[src/rtl/sdcmd_pkg.sv]
package sdcmd_pkg;

  localparam int CMD_BITS    = 48;
  localparam int LONG_BITS   = 136;
  localparam int BODY_BITS   = 40;
  localparam logic [5:0] ECHO_EXEMPT = 6'd41;
  localparam logic [7:0] LONG_HEADER = 8'h3F;

  typedef enum logic [1:0] {
    ST_OK       = 2'd0,
    ST_TIMEOUT  = 2'd1,
    ST_CRC_ERR  = 2'd2,
    ST_CODE_ERR = 2'd3
  } status_e;

  typedef enum logic [2:0] {
    PH_IDLE, PH_SEND, PH_WAIT, PH_RECV, PH_CHECK
  } phase_e;

  // One serial step of the x^7+x^3+1 register.
  function automatic logic [6:0] crc7_step(input logic [6:0] c, input logic b);
    logic fb;
    fb = b ^ c[6];
    return {c[5:0], 1'b0} ^ (fb ? 7'h09 : 7'h00);
  endfunction

  // Frame skeleton: CRC field left zero, end bit set.
  function automatic logic [47:0] frame_skeleton(input logic [5:0] idx, input logic [31:0] arg);
    return {2'b01, idx, arg, 7'd0, 1'b1};
  endfunction

  function automatic logic [7:0] reply_len(input logic is_long);
    return is_long ? 8'(LONG_BITS) : 8'(CMD_BITS);
  endfunction

  // Which received bit positions (0 = first on the wire) enter the CRC.
  function automatic logic crc_covers(input logic is_long, input logic [7:0] pos);
    if (is_long) return (pos >= 8'd8) && (pos < 8'd128);
    return pos < 8'(BODY_BITS);
  endfunction

  function automatic status_e judge_reply(input logic is_long, input logic [135:0] rx,
                                          input logic [6:0] crc, input logic [5:0] idx);
    if (rx[7:1] != crc) return ST_CRC_ERR;
    if (is_long) return (rx[135:128] == LONG_HEADER) ? ST_OK : ST_CODE_ERR;
    if ((rx[45:40] != idx) && (idx != ECHO_EXEMPT)) return ST_CODE_ERR;
    return ST_OK;
  endfunction

  function automatic logic [127:0] reply_payload(input logic is_long, input logic [135:0] rx);
    return is_long ? rx[127:0] : {96'd0, rx[39:8]};
  endfunction

endpackage

[src/rtl/sdcmd_clkgen.sv]
module sdcmd_clkgen #(
  parameter int DIV = 4
) (
  input  logic clk,
  input  logic rst_n,
  output logic sd_clk,
  output logic rise_tick,
  output logic fall_tick
);
  localparam int W = (DIV > 1) ? $clog2(DIV) : 1;

  logic [W-1:0] cnt;
  logic         wrap;

  assign wrap      = (cnt == W'(DIV - 1));
  assign rise_tick = wrap && !sd_clk;
  assign fall_tick = wrap && sd_clk;

  always_ff @(posedge clk or negedge rst_n) begin
    if (!rst_n) begin
      cnt    <= '0;
      sd_clk <= 1'b0;
    end else if (wrap) begin
      cnt    <= '0;
      sd_clk <= ~sd_clk;
    end else begin
      cnt <= cnt + 1'b1;
    end
  end
endmodule

[src/rtl/sdcmd_crc7.sv]
module sdcmd_crc7 (
  input  logic       clk,
  input  logic       rst_n,
  input  logic       clr,
  input  logic       feed,
  input  logic       shift_out,
  input  logic       bit_in,
  output logic [6:0] crc
);
  import sdcmd_pkg::*;

  always_ff @(posedge clk or negedge rst_n) begin
    if (!rst_n)         crc <= '0;
    else if (clr)       crc <= '0;
    else if (shift_out) crc <= {crc[5:0], 1'b0};
    else if (feed)      crc <= crc7_step(crc, bit_in);
  end
endmodule

[src/rtl/sdcmd_tmo.sv]
module sdcmd_tmo #(
  parameter int LIMIT = 500000
) (
  input  logic clk,
  input  logic rst_n,
  input  logic run,
  output logic expired
);
  localparam int W = $clog2(LIMIT + 1);

  logic [W-1:0] cnt;

  assign expired = run && (cnt == W'(LIMIT - 1));

  always_ff @(posedge clk or negedge rst_n) begin
    if (!rst_n)      cnt <= '0;
    else if (!run)   cnt <= '0;
    else if (!expired) cnt <= cnt + 1'b1;
  end
endmodule

[src/rtl/sdcmd_engine.sv]
module sdcmd_engine #(
  parameter int CLK_DIV        = 4,
  parameter int TIMEOUT_CYCLES = 500000
) (
  input  logic         clk,
  input  logic         rst_n,
  input  logic         start,
  input  logic [5:0]   cmd_index,
  input  logic [31:0]  cmd_arg,
  input  logic [1:0]   rsp_kind,
  output logic         busy,
  output logic         done,
  output logic [1:0]   status,
  output logic [127:0] rsp_data,
  output logic         sd_clk,
  output logic         cmd_o,
  output logic         cmd_oe,
  input  logic         cmd_i
);
  import sdcmd_pkg::*;

  logic rise_tick, fall_tick;

  sdcmd_clkgen #(.DIV(CLK_DIV)) u_clkgen (
    .clk(clk), .rst_n(rst_n), .sd_clk(sd_clk),
    .rise_tick(rise_tick), .fall_tick(fall_tick)
  );

  phase_e         ph;
  logic [47:0]    tx_sh;
  logic [5:0]     tx_n;
  logic [135:0]   rx_sh;
  logic [7:0]     rx_n;
  logic [5:0]     idx_q;
  logic [1:0]     kind_q;
  logic           is_long, no_rsp;

  // Named internal events (also used by the checker).
  logic frame_sent, rx_take, rx_last, tmo_expired, tmo_run;

  assign is_long    = kind_q[1];
  assign no_rsp     = (kind_q == 2'b00);
  assign busy       = (ph != PH_IDLE);
  assign frame_sent = (ph == PH_SEND) && fall_tick && (tx_n == 6'(CMD_BITS));
  assign rx_take    = rise_tick && (((ph == PH_WAIT) && !cmd_i) || (ph == PH_RECV));
  assign rx_last    = rx_take && (rx_n == reply_len(is_long) - 8'd1);
  assign tmo_run    = (ph == PH_WAIT) || (ph == PH_RECV);

  sdcmd_tmo #(.LIMIT(TIMEOUT_CYCLES)) u_tmo (
    .clk(clk), .rst_n(rst_n), .run(tmo_run), .expired(tmo_expired)
  );

  logic       crc_clr, crc_feed, crc_shift, crc_bit;
  logic [6:0] crc_val;

  always_comb begin
    crc_clr   = ((ph == PH_IDLE) && start) || frame_sent;
    crc_shift = (ph == PH_SEND) && fall_tick && (tx_n >= 6'(BODY_BITS)) && (tx_n < 6'd47);
    crc_feed  = ((ph == PH_SEND) && fall_tick && (tx_n < 6'(BODY_BITS)))
              || (rx_take && !tmo_expired && crc_covers(is_long, rx_n));
    crc_bit   = (ph == PH_SEND) ? tx_sh[47] : cmd_i;
  end

  sdcmd_crc7 u_crc (
    .clk(clk), .rst_n(rst_n), .clr(crc_clr), .feed(crc_feed),
    .shift_out(crc_shift), .bit_in(crc_bit), .crc(crc_val)
  );

  always_ff @(posedge clk or negedge rst_n) begin
    if (!rst_n) begin
      ph       <= PH_IDLE;
      tx_sh    <= '0;
      tx_n     <= '0;
      rx_sh    <= '0;
      rx_n     <= '0;
      idx_q    <= '0;
      kind_q   <= '0;
      done     <= 1'b0;
      status   <= ST_OK;
      rsp_data <= '0;
      cmd_o    <= 1'b1;
      cmd_oe   <= 1'b0;
    end else begin
      done <= 1'b0;
      unique case (ph)
        PH_IDLE: if (start) begin
          idx_q  <= cmd_index;
          kind_q <= rsp_kind;
          tx_sh  <= frame_skeleton(cmd_index, cmd_arg);
          tx_n   <= '0;
          ph     <= PH_SEND;
        end
        PH_SEND: if (fall_tick) begin
          if (tx_n < 6'(BODY_BITS)) begin
            cmd_o  <= tx_sh[47];
            cmd_oe <= 1'b1;
            tx_sh  <= {tx_sh[46:0], 1'b0};
          end else if (tx_n < 6'd47) begin
            cmd_o <= crc_val[6];
          end else if (tx_n == 6'd47) begin
            cmd_o <= 1'b1;
          end
          if (frame_sent) begin
            cmd_oe <= 1'b0;
            cmd_o  <= 1'b1;
            rx_n   <= '0;
            if (no_rsp) begin
              ph     <= PH_IDLE;
              done   <= 1'b1;
              status <= ST_OK;
            end else begin
              ph <= PH_WAIT;
            end
          end else begin
            tx_n <= tx_n + 1'b1;
          end
        end
        PH_WAIT, PH_RECV: begin
          if (tmo_expired) begin
            ph     <= PH_IDLE;
            done   <= 1'b1;
            status <= ST_TIMEOUT;
          end else if (rx_take) begin
            rx_sh <= {rx_sh[134:0], cmd_i};
            rx_n  <= rx_n + 1'b1;
            ph    <= rx_last ? PH_CHECK : PH_RECV;
          end
        end
        PH_CHECK: begin
          status   <= judge_reply(is_long, rx_sh, crc_val, idx_q);
          rsp_data <= reply_payload(is_long, rx_sh);
          done     <= 1'b1;
          ph       <= PH_IDLE;
        end
        default: ph <= PH_IDLE;
      endcase
    end
  end
endmodule

[config.mk]
export PLATFORM = sky130hd
export DESIGN_NAME = sdcmd_engine
export DESIGN_NICKNAME = d
export VERILOG_FILES = /design/src/rtl/sdcmd_pkg.sv /design/src/rtl/sdcmd_clkgen.sv /design/src/rtl/sdcmd_crc7.sv /design/src/rtl/sdcmd_tmo.sv /design/src/rtl/sdcmd_engine.sv
export SDC_FILE = /design/constraint.sdc
export NUM_CORES = 1
export LEC_CHECK = 0
export BUFFER_PORTS_ARGS = -buffer_cell sky130_fd_sc_hd__buf_2
export CAP_MARGIN = 0
export CORE_ASPECT_RATIO = 2
export CORE_MARGIN = 3
export CORE_UTILIZATION = 45
export CTS_CLUSTER_DIAMETER = 80
export DETAILED_ROUTE_END_ITERATION = 8
export PLACE_DENSITY = 0.63
export SLEW_MARGIN = 20
export SYNTH_ARGS = -nofsm -noshare
export SYNTH_HDL_FRONTEND = slang
export SYNTH_SLANG_ARGS = --single-unit
[constraint.sdc]
create_clock -name clk -period 2.5 [get_ports clk]
set_input_delay 0.125 -clock clk [delete_from_list [all_inputs] [get_ports clk]]
set_output_delay 0.125 -clock clk [all_outputs]
set_load 0.02 [all_outputs]
; ---- Yosys cells after proc, flatten, opt, wreduce, memory -nomap -nowiden
; Cells that the tools add are included.
[totals]
input_bits = 44
ff_bits = 371
elab_cells = 162
out_inout_bits = 135
[classes]
n_reduce_logical = 42
eq_ne = 24
order_cmp = 6
add_sub_neg = 5
bitwise_logic = 4
n_mux = 65
[ops]
columns = operator, n
row1 = two-way mux 48 bit, 3
row2 = two-way mux 128 bit, 1
row3 = case mux 48 bit (2 select lines), 1
row4 = two-way mux 8 bit, 5
row5 = two-way mux 19 bit, 2
row6 = two-way mux 2 bit, 13
row7 = two-way mux 1 bit, 22
row8 = two-way mux 7 bit, 3
row9 = "adder 19 x 1 -> 19 bit, second input constant", 1
row10 = "equality test 19 bit, second input constant", 1
row11 = two-way mux 3 bit, 6
row12 = two-way mux 6 bit, 3
row13 = logical AND 1 bit, 16
row14 = "inequality test 2 bit, second input constant", 8
row15 = case mux 8 bit (2 select lines), 1
row16 = "equality test 6 bit, second input constant", 2
row17 = "less-than comparator 6 bit, second input constant", 2
row18 = case mux 6 bit (2 select lines), 1
row19 = AND reduction 4 bit, 3
row20 = AND reduction 5 bit, 2
row21 = case mux 3 bit (3 select lines), 1
row22 = AND reduction 3 bit, 3
row23 = nonzero test 3 bit, 3
row24 = "adder 8 x 1 -> 8 bit, second input constant", 1
row25 = other kinds (32), 42

; ---- Depth between registers and ports, before layout
; Gate-level depths: netlist of run 1.
[logic_depth]
ltp_word = 12
mapped_depth = 8
depth_no_buf = 7

; ---- By module
; From an unflattened synthesis of run 1, not the netlist that was laid out.
[unflattened]
hier_cells = 1666
area_unflattened_um2 = 15617.5
[by_module_without_submodules]
columns = mod, cells_per_inst, n_inst, seq_area_each_um2, area_per_inst_um2
row1 = sdcmd_engine, 1506, 1, 8559.5, 14089.8
row2 = sdcmd_tmo, 117, 1, 475.5, 1082.3
row3 = sdcmd_crc7, 35, 1, 175.2, 331.6
row4 = sdcmd_clkgen, 8, 1, 75.1, 113.9

; ---- Worst setup path after synthesis of run 1
; OpenSTA, ideal clock, no wires.
[synth_timing]
kind = register -> register
start = reg tx_n[0]
end = reg rx_n[7]
t_arrival_ps = 2024
slack_ps = 399
required_ps = 2423
setup_ps = 77
stages_incl_launch_ff = 8
path_buffers = 0
path_cell_list = dfrtp_1 > inv_1 > ha_1 > nor3b_4 > a31oi_1 > or4_4 > or4_1 > a21oi_1
[synth_via]
elab_chain_len = 4
[synth_lines]
columns = element, line_no
row1 = from (decl), sdcmd_engine.sv:31  ; logic [5:0] tx_n;
row2 = from (signal assigned), sdcmd_engine.sv:115  ; tx_n <= tx_n + 1'b1;
row3 = equality test 6 bit, sdcmd_engine.sv:44  ; assign frame_sent = (ph == PH_SEND) && fall_tick && (tx_n == 6'(CMD_BITS));
row4 = logical AND 1 bit, sdcmd_engine.sv:44
row5 = inequality test 2 bit (no line), n/a
row6 = AND reduction 5 bit (no line), n/a
row7 = to (signal assigned), sdcmd_engine.sv:125  ; rx_n <= rx_n + 1'b1;
row8 = to (decl), sdcmd_engine.sv:33  ; logic [7:0] rx_n;
; Every way passes these cells.
; A chain may end at the register's enable or synchronous reset.

; ---- Worst setup path in the final report of run 1
; Same ends and word-level chain as after synthesis.

==> impl_metrics.csv, run 1 <==
group,metric,value,unit
run_status,outcome,"complete, no violations",
yosys,synth_top_flop_cell,"dfrtp_1",
timing,setup_viol,0,
yosys,async_flop_share,100,%
finish,drive_above_1_share,26.6,%
pwr,peakVddDrop,0.562,mV
place,io_buffers,178,
clock_network,clkTransAtPathRegs,0.07,ns
global_routing,grt_use_total,18.7,%
floorplanning,initial_core_util,45.6,%
pwr,power_frac_comb,3.6,%
yosys,postSynthAreaPerCell,11.4,um^2
global_routing,overflow,0,
drt,vias_per_cell,5.21,
clock_network,cts_setup_buffers,0,
timing,max_freq,0.439,GHz
yosys,yosysSeqAreaShare,59.3,%
clock_network,clock_latency,0.52,ns
timing,hold_violations,0,
timing,min_period,2.28,ns
yosys,synthesis.nets,1427,
floorplanning,dieArea,0.0372,mm^2
timing,worstMarginPinSlew,0.638,ns
clock_network,numCtsBuffers,34,
place,globalplace.congestion,0.842,
global_routing,grt_pass1_wl,56400,um
drt,drt-total-wl,33900,um
clock_network,cts_resized,0,
pwr,p_int,0.00924,W
setup_path,endpoint_kind,"flip-flop",
finish,finish.utilization,54.3,%
pwr,power_frac_clock,44.2,%
floorplanning,io_pins,179,
finish,final_cell_mix,"369 x dfrtp_1, 258 x nand2_1, 177 x buf_2, 145 x mux2_2, 103 x nand3_1",
floorplanning,core-area,0.0344,mm^2
yosys,ys_types,64,
clock_network,root_buffer,"clkbuf_16",
finish,syn_to_final_growth,19.1,%
drt,drtIter0Drc,396,
clock_network,clockBufferDepth,3,
timing,drv_slew,0,
yosys,ys_seq_elements,371,
timing,fin_worst_skew,0.0185,ns
drt,vias,10700,
place,place_area,0.0171,mm^2
floorplanning,die_y,270,um
setup_path,critPathKind,"reg2reg",
worst_hold_path,holdCritPathClass,"in2reg",
setup_path,cp.arrival,2.73,ns
pwr,pwr-share-seq,52.2,%
finish,fin_nets,1632,
timing,rsz0062_at_grt,"false",
clock_network,cts_tree,"done",
pwr,p_sw,0.00249,W
drt,drc,0,
clock_network,h-tree-depth,2,
global_routing,grt_max_degree,117,
timing,setup-tns-final,0,ns
yosys,syn_area,0.0157,mm^2
clock_network,cts_hold_buf,42,
finish,fillers,3062,
setup_path,start_kind,"flip-flop",
global_routing,antenna_found_initial,0,
clock_network,clock-sinks,371,
yosys,synth-edff-count,0,
yosys,yosys_warnings,0,
pwr,power_density,629,mW/mm^2
finish,design_area,0.0186,mm^2
drt,firstDrtPassIters,5,
drt,antenna_left,0,
drt,wl_per_cell,16.6,um
yosys,synthCells,1377,
timing,slew_headroom,56.9,%
finish,antenna_cells,0,
floorplanning,die_w,138,um
setup_path,path_max_fanout,6,
pwr,p_sw_share,21.3,%
global_routing,grt_pass1_vias,11100,
finish,final_common_cell,"dfrtp_1",
setup_path,worstPathRequired,2.95,ns
timing,fin_crit_sh,91.2,%
pwr,cellLeakagePower,9.85,nW
place,dpl.hpwl,22900,um
run,maxCapViolCount,0,
floorplanning,std_cell_rows,96,
==> through the flow <==
step                total power (W)  setup slack [ns]  instances  hold slack (ns)
finish                       0.0117             0.221       2045            0.136
global route                 0.0122            0.0326       2045            0.147
CTS                          0.0119             0.225       2044            0.102
detailed placement          0.00662             0.249       1944            0.133
global placement            0.00660             0.291       1944            0.131
floorplan                   0.00639             0.399       1377           -0.171
==> worst paths after layout <==
path / start / end / slack (ns) / cells past startpoint
max: tx_n[0]$_DFFE_PN0P_ / rx_n[7]$_DFFE_PN0P_ / 0.22 / 7
min: start / ph[0]$_DFFE_PN0P_ / 0.14 / 4
max reg2reg: tx_n[0]$_DFFE_PN0P_ / rx_n[7]$_DFFE_PN0P_ / 0.22 / 7
min reg2reg: u_clkgen.cnt[0]$_DFF_PN0_ / u_clkgen.cnt[0]$_DFF_PN0_ / 0.42 / 1
max in group asynchronous: rst_n / rsp_data[59]$_DFFE_PN0P_ / 1.50 / 3
min in group asynchronous: rst_n / rx_sh[90]$_DFFE_PN0P_ / 0.19 / 2
==> layer usage <==
metal  global-route usage [%]  share of wire, %  vias up
met3                     2.88               3.6       56
met1                     21.4                38     5289
met5                        0                 0        -
li1                         -                 -     5128
met4                     6.01               3.0        0
met2                     34.6                55      178
==> worst max-delay path, stage by stage (launching register included) <==
cell and delay [ns]:
dfrtp_1 0.41, inv_1 0.08, ha_1 0.16, nor3b_4 0.25, a31oi_1 0.14, or4_4 0.53, or4_1 0.48, a21oi_1 0.16
==> final cells by class <==
class | instances | area (um^2) | area share, %
sequential | 371 | 9290 | 49.8
multi-input combinational | 901 | 5900 | 31.6
timing repair buffer | 256 | 1740 | 9.31
clock buffer | 52 | 1050 | 5.63
tap | 441 | 552 | 2.96
inverter | 18 | 67.6 | 0.362
clock inverter | 6 | 58.8 | 0.315
==> power by group through the flow <==
| stage | clock network [W] | logic [W] | registers, W |
|---|---|---|---|
| after floorplan | 0 | 0.000178 | 0.00621 |
| after global routing | 0.00557 | 0.000482 | 0.00613 |
| after CTS | 0.00535 | 0.000432 | 0.00612 |
| after global placement | 0 | 0.000371 | 0.00623 |
| after detailed placement | 0 | 0.000381 | 0.00624 |
| final | 0.00519 | 0.000418 | 0.00612 |
==> cells in the mapped netlist, types with 6 or more instances <==
| library cell | instances | area share, % |
|---|---|---|
| a22o_1 | 8 | 0.45 |
| nand2_1 | 259 | 6.2 |
| clkbuf_1 | 51 | 1.2 |
| xor2_1 | 22 | 1.2 |
| a31oi_1 | 7 | 0.28 |
| nand4_1 | 11 | 0.44 |
| o21ai_0 | 61 | 2.0 |
| nand3_1 | 103 | 3.3 |
| mux2i_1 | 76 | 4.9 |
| xnor2_1 | 11 | 0.62 |
| and3_1 | 7 | 0.28 |
| dfrtp_1 | 370 | 59 |
| a21oi_1 | 43 | 1.4 |
| inv_1 | 18 | 0.43 |
| ha_1 | 6 | 0.48 |
| mux2_2 | 145 | 10 |
| o31ai_1 | 6 | 0.29 |
| buf_2 | 18 | 0.58 |
| buf_1 | 8 | 0.19 |
| nor2_1 | 64 | 1.5 |
==> sequential cells by signal, indices dropped and copies added (netlist names) <==
name / flops
idx_q: 6
tx_n: 6
done: 1
cmd_oe: 1
rsp_data: 128
rx_n: 8
status: 2
tx_sh: 48
kind_q: 2
u_clkgen.sd_clk: 1
u_tmo.cnt: 19
cmd_o: 1
u_clkgen.cnt: 2
rx_sh: 136
ph: 3
u_crc.crc: 7
==> cells by family (layout without fill, tap and decap cells) <==
kind of cell | count (synthesis) | after routing | share of synthesized area (%)
compound gates | 146 | 146 | 5.43
xor+xnor | 33 | 33 | 1.85
fa+ha+maj | 6 | 6 | 0.480
buf+inv | 105 | 332 | 3.23
flops | 371 | 371 | 59.3
mux | 222 | 222 | 15.4
simple gates | 494 | 494 | 14.3
(Power assumes the default switching activity.)
==> inputs of run 2 (changes only) <==
--- a/config.mk
+++ b/config.mk
@@ -8,7 +8,7 @@
 export BUFFER_PORTS_ARGS = -buffer_cell sky130_fd_sc_hd__buf_2
 export CAP_MARGIN = 0
 export CORE_ASPECT_RATIO = 2
-export CORE_MARGIN = 3
+export CORE_MARGIN = 2
 export CORE_UTILIZATION = 45
 export CTS_CLUSTER_DIAMETER = 80
 export DETAILED_ROUTE_END_ITERATION = 8
==> run 2 against run 1 <==
- die area decreased by 2.2%
- hold slack got worse by 0.026 ns
- count of clock-buffer cells in the layout is 1 higher
- via count rose by 0.54%
- core utilization grew 0.12 points
==> impl_metrics.csv, run 2 (synthesis results as in run 1) <==
group,metric,value,unit
finish,top_regs,"rx_sh x136, rsp_data x128, tx_sh x48",
pwr,cellLeakagePower,9.86,nW
drt,firstDrtPassIters,4,
drt,drtIter0Drc,539,
setup_path,cp.arrival,2.74,ns
global_routing,overflow,0,
floorplanning,die_w,136,um
clock_network,clock-sinks,371,
setup_path,endpoint_kind,"flip-flop",
clock_network,h-tree-depth,2,
global_routing,grt_pass1_wl,56600,um
place,io_buffers,178,
finish,design_area,0.0187,mm^2
setup_path,critPathKind,"reg2reg",
floorplanning,dieArea,0.0364,mm^2
finish,top_register,"rx_sh",
global_routing,grt_use_total,19.3,%
timing,fin_crit_sh,91.9,%
global_routing,grt_max_degree,98,
timing,max_freq,0.435,GHz
finish,final_cell_mix,"369 x dfrtp_1, 258 x nand2_1, 177 x buf_2, 145 x mux2_2, 103 x nand3_1",
place,globalplace.congestion,0.838,
drt,drc,0,
timing,hold_violations,0,
drt,vias,10700,
timing,min_period,2.30,ns
finish,antenna_cells,0,
floorplanning,io_pins,179,
pwr,total_power,0.0117,W
finish,fin_nets,1635,
global_routing,antenna_found_initial,0,
finish,syn_to_final_growth,19.4,%
run,maxCapViolCount,0,
setup_path,start_kind,"flip-flop",
setup_path,rr_worst_depth,5,
clock_network,numCtsBuffers,35,
worst_hold_path,holdCritPathClass,"in2reg",
timing,fin_ws,0.202,ns
clock_network,cts_tree,"done",
run_status,outcome,"complete, no violations",
finish,drive_above_1_share,26.5,%
timing,slew_headroom,31.1,%
floorplanning,die_y,268,um
clock_network,root_buffer,"clkbuf_16",
finish,largest_reg_flops,136,
floorplanning,core-area,0.0344,mm^2
timing,rsz0062_at_grt,"false",
timing,drv_slew,0,
setup_path,path_max_fanout,9,
place,place_area,0.0172,mm^2
pwr,peakVddDrop,0.600,mV
timing,setup_viol,0,
clock_network,clock_latency,0.53,ns
place,place_ws,0.235,ns
drt,antenna_left,0,
timing,worstMarginPinSlew,1.03,ns
worst_hold_path,whs_path_depth,4,
place,place_inst,1947,
clock_network,clkTransAtPathRegs,0.07,ns
clock_network,clockBufferDepth,3,
global_routing,grt_pass1_vias,11100,
drt,drt-total-wl,34000,um
pwr,power_density,626,mW/mm^2
finish,final_common_cell,"dfrtp_1",
drt,wl_per_cell,16.6,um
timing,fin_worst_skew,0.0206,ns
finish,fillers,3094,
clock_network,cts_setup_buffers,0,
drt,vias_per_cell,5.22,
floorplanning,initial_core_util,45.6,%
setup_path,worstPathRequired,2.94,ns
timing,setup-tns-final,0,ns
place,dpl.hpwl,22700,um
floorplanning,std_cell_rows,96,
finish,final-instance-count-excl-fill,2050,
## run 2: area by class of cell
cell class / instances / area, um^2 / area share [%]
Clock buffer: 53 / 1030 / 5.54
Clock inverter: 8 / 65.1 / 0.348
Inverter: 18 / 67.6 / 0.362
Multi-Input combinational cell: 901 / 5900 / 31.5
Sequential cell: 371 / 9290 / 49.7
Tap cell: 441 / 552 / 2.95
Timing Repair Buffer: 258 / 1790 / 9.55
## run 2: worst max-delay path: stages, from the launching register on
cell and delay (ns):
dfrtp_1 0.48, or3b_1 0.44, a31oi_1 0.10, or4_4 0.53, or4_1 0.49, a21oi_1 0.16
## run 2: metrics by stage
stage	hold WS [ns]	utilization [%]
CTS	0.0750	54.4
floorplan	-0.171	-
global placement	0.149	50.0
detailed placement	0.157	50.0
finish	0.110	54.4
global route	0.115	54.4
## run 2: routing by layer
layer	wire length (um)	share of wire, %	vias to the layer above	track usage (%)
met5	0	0	-	0
met1	13100	39	5297	22.2
met3	1330	3.9	60	3.17
li1	-	-	5146	-
met4	993	2.9	0	6.70
met2	18500	55	206	35.8
## run 2: report_power, final
group          total (W)  internal [W]  switching (W)
Combinational   0.000431      0.000179       0.000252
Sequential       0.00612       0.00607      0.0000547
Clock            0.00515       0.00288        0.00226
## run 2: repair_timing
action                     in CTS  in global routing
hold endpoints to repair      110                  0
setup endpoints to repair       0                  0
gates resized for setup         0                  0
hold buffers                   42                  0
## run 2: final timing paths
path	startpoint	endpoint	slack (ns)
min	start	ph[0]$_DFFE_PN0P_	0.11
max reg2reg	ph[0]$_DFFE_PN0P_	rx_n[7]$_DFFE_PN0P_	0.20
max	ph[0]$_DFFE_PN0P_	rx_n[7]$_DFFE_PN0P_	0.20
min in group asynchronous	rst_n	tx_sh[14]$_DFFE_PN0P_	0.19
max in group asynchronous	rst_n	rsp_data[55]$_DFFE_PN0P_	1.51
min reg2reg	u_clkgen.cnt[0]$_DFF_PN0_	u_clkgen.cnt[0]$_DFF_PN0_	0.43
==> inputs of run 3 (changes only) <==
==> constraint.sdc (replaced) <==
create_clock -name clk -period 2.5 [get_ports clk]
set_input_delay 0.25 -clock clk [delete_from_list [all_inputs] [get_ports clk]]
set_output_delay 0.25 -clock clk [all_outputs]
set_load 0.02 [all_outputs]
==> run 3 against run 2 <==
- first-iteration DRC count decreased by 10%
- via count shrank 1.5%
- global-route usage down 0.36 points
- design area decreased by 0.68%
- non-clock buffer count shrank 26
- setup slack better by 0.015 ns
- sequential cell count unchanged
- hold slack lost 0.081 ns
- critical path depth unchanged
- critical path type unchanged
- largest cell class unchanged
- largest power group unchanged
==> impl_metrics.csv, run 3 (synthesis results as in run 1) <==
group,metric,value,unit
setup_path,critPathBufInv,0,
timing,slew_headroom,29.8,%
finish,antenna_cells,0,
floorplanning,die_y,268,um
floorplanning,die_w,136,um
clock_network,cts_tree,"done",
clock_network,clockBufferDepth,3,
floorplanning,initial_core_util,45.6,%
drt,drtIter0Drc,483,
drt,antenna_left,0,
setup_path,worstPathRequired,2.94,ns
timing,drv_slew,0,
worst_hold_path,holdPathEnd,"tx_sh[19]$_DFFE_PN0P_",
finish,top_register,"rx_sh",
clock_network,numCtsBuffers,35,
setup_path,cp_slowest_stage_delay,0.54,ns
setup_path,endpoint_kind,"flip-flop",
setup_path,timing.rr.end,"rx_n[7]$_DFFE_PN0P_",
clock_network,root_buffer,"clkbuf_16",
timing,hold_violations,0,
drt,drc,0,
timing,fin_crit_sh,91.3,%
pwr,cellLeakagePower,9.81,nW
timing,setup-tns-final,0,ns
pwr,power_density,660,mW/mm^2
timing,worstMarginPinSlew,1.05,ns
finish,top_regs,"rx_sh x136, rsp_data x128, tx_sh x48",
pwr,peakVddDrop,0.540,mV
floorplanning,io_pins,179,
setup_path,critPathKind,"reg2reg",
place,io_buffers,178,
clock_network,clkTransAtPathRegs,0.06,ns
timing,min_period,2.28,ns
worst_hold_path,holdCritPathClass,"in2reg",
global_routing,grt_max_degree,98,
finish,final_cell_mix,"369 x dfrtp_1, 258 x nand2_1, 177 x buf_2, 145 x mux2_2, 103 x nand3_1",
global_routing,overflow,0,
setup_path,cp.arrival,2.73,ns
finish,largest_reg_flops,136,
timing,setup_viol,0,
floorplanning,dieArea,0.0364,mm^2
setup_path,r2r_setup_slack,0.22,ns
setup_path,rr_worst_depth,5,
clock_network,cts_setup_buffers,0,
clock_network,clock-sinks,371,
global_routing,grt_use_total,18.9,%
drt,wl_per_cell,16.5,um
timing,max_freq,0.438,GHz
global_routing,met1_usage,21.2,%
global_routing,grt_pass1_vias,11000,
timing,fin_worst_skew,0.0150,ns
setup_path,start_kind,"flip-flop",
clock_network,clock_latency,0.53,ns
run,maxCapViolCount,0,
setup_path,path_max_fanout,9,
setup_path,cp_top_family,"simple AND/OR/NAND/NOR gates",
finish,drive_above_1_share,27.3,%
drt,vias,10600,
worst_hold_path,hp-start,"cmd_arg[11]",
floorplanning,core-area,0.0344,mm^2
place,dpl.hpwl,22700,um
floorplanning,std_cell_rows,96,
setup_path,cp_cell_sequence,"or3b_1, a31oi_1, or4_4, or4_1, a21oi_1",
place,globalplace.congestion,0.840,
clock_network,h-tree-depth,2,
drt,vias_per_cell,5.21,
drt,firstDrtPassIters,4,
finish,fin_nets,1609,
setup_path,crit_slowest_cell,"or4_4",
finish,syn_to_final_growth,18.6,%
global_routing,top_usage_layer,"met2",
global_routing,grt_pass1_wl,55200,um
run_status,outcome,"complete, no violations",
finish,final_common_cell,"dfrtp_1",
global_routing,grt_use_met3,3.19,%
finish,final-instance-count-excl-fill,2025,
worst_hold_path,whs_path_depth,3,
place,place_inst,1948,
setup_path,crit-reg2reg-launch,"ph[0]$_DFFE_PN0P_",
drt,drt-total-wl,33400,um
global_routing,antenna_found_initial,0,
timing,rsz0062_at_grt,"false",
global_routing,use_met2,35.0,%
run 3: cell types whose count changed in the layout (fill, tap and decap cells not counted), moves of 2 or more:
cell / change
bufinv_16: +7
clkbuf_1: -4
clkbuf_8: -2
clkinv_2: +2
dlygate4sd3_1: -27
run 3: area by class of cell:
| type | instances | area, um^2 |
|---|---|---|
| multi-input combinational | 901 | 5900 |
| timing repair buffer | 232 | 1520 |
| sequential | 371 | 9290 |
| inverter | 18 | 67.6 |
| clock inverter | 16 | 268 |
| clock buffer | 46 | 967 |
| fill | 3076 | 15800 |
| tap | 441 | 552 |
run 3: worst max path at each step:
| stage | cells after the start | endpoint | slack (ns) | from |
|---|---|---|---|---|
| 2_1_floorplan | 7 | rx_n[7]$_DFFE_PN0P_ | 0.40 | tx_n[0]$_DFFE_PN0P_ |
| 3_3_place_gp | 7 | rx_n[7]$_DFFE_PN0P_ | 0.29 | tx_n[0]$_DFFE_PN0P_ |
| 3_5_place_dp | 7 | rx_n[7]$_DFFE_PN0P_ | 0.22 | tx_n[0]$_DFFE_PN0P_ |
| 4_1_cts | 7 | rx_n[7]$_DFFE_PN0P_ | 0.22 | tx_n[0]$_DFFE_PN0P_ |
| 5_1_grt | 7 | rx_n[7]$_DFFE_PN0P_ | 0.09 | tx_n[0]$_DFFE_PN0P_ |
| 6_report | 5 | rx_n[7]$_DFFE_PN0P_ | 0.22 | ph[0]$_DFFE_PN0P_ |
run 3: per-stage QoR:
| step | cell area [um^2] | utilization, % | hold WS (ns) | total power (W) | setup WS, ns |
|---|---|---|---|---|---|
| finish | 18600 | 54.0 | 0.0294 | 0.0122 | 0.217 |
| global route | 18600 | 54.0 | 0.0224 | 0.0127 | 0.0905 |
| CTS | 18600 | 54.0 | 0.00325 | 0.0124 | 0.219 |
| detailed placement | 17200 | 50.0 | 0.200 | 0.00662 | 0.223 |
| global placement | 17200 | 50.0 | 0.196 | 0.00661 | 0.289 |
| floorplan | 15700 | - | -0.0456 | 0.00639 | 0.399 |
run 3: what timing repair did:
| item | in CTS | in global routing |
|---|---|---|
| gates resized for setup | 0 | 0 |
| hold buffers | 15 | 0 |
| endpoints found under the hold margin | 52 | 0 |
run 3: per-layer routing:
metal	up-vias	wire length [um]
met2	196	18100
met3	63	1350
met5	-	0
met4	0	1190
li1	5087	-
met1	5207	12800
run 3: worst min-delay path: stages:
cell and delay (ns):
buf_2 0.07, mux2i_1 0.05, o21ai_0 0.13
run 3: power by group:
part,switching [W],internal (W)
logic,0.000241,0.000153
registers,0.0000542,0.00607
clock network,0.00227,0.00346
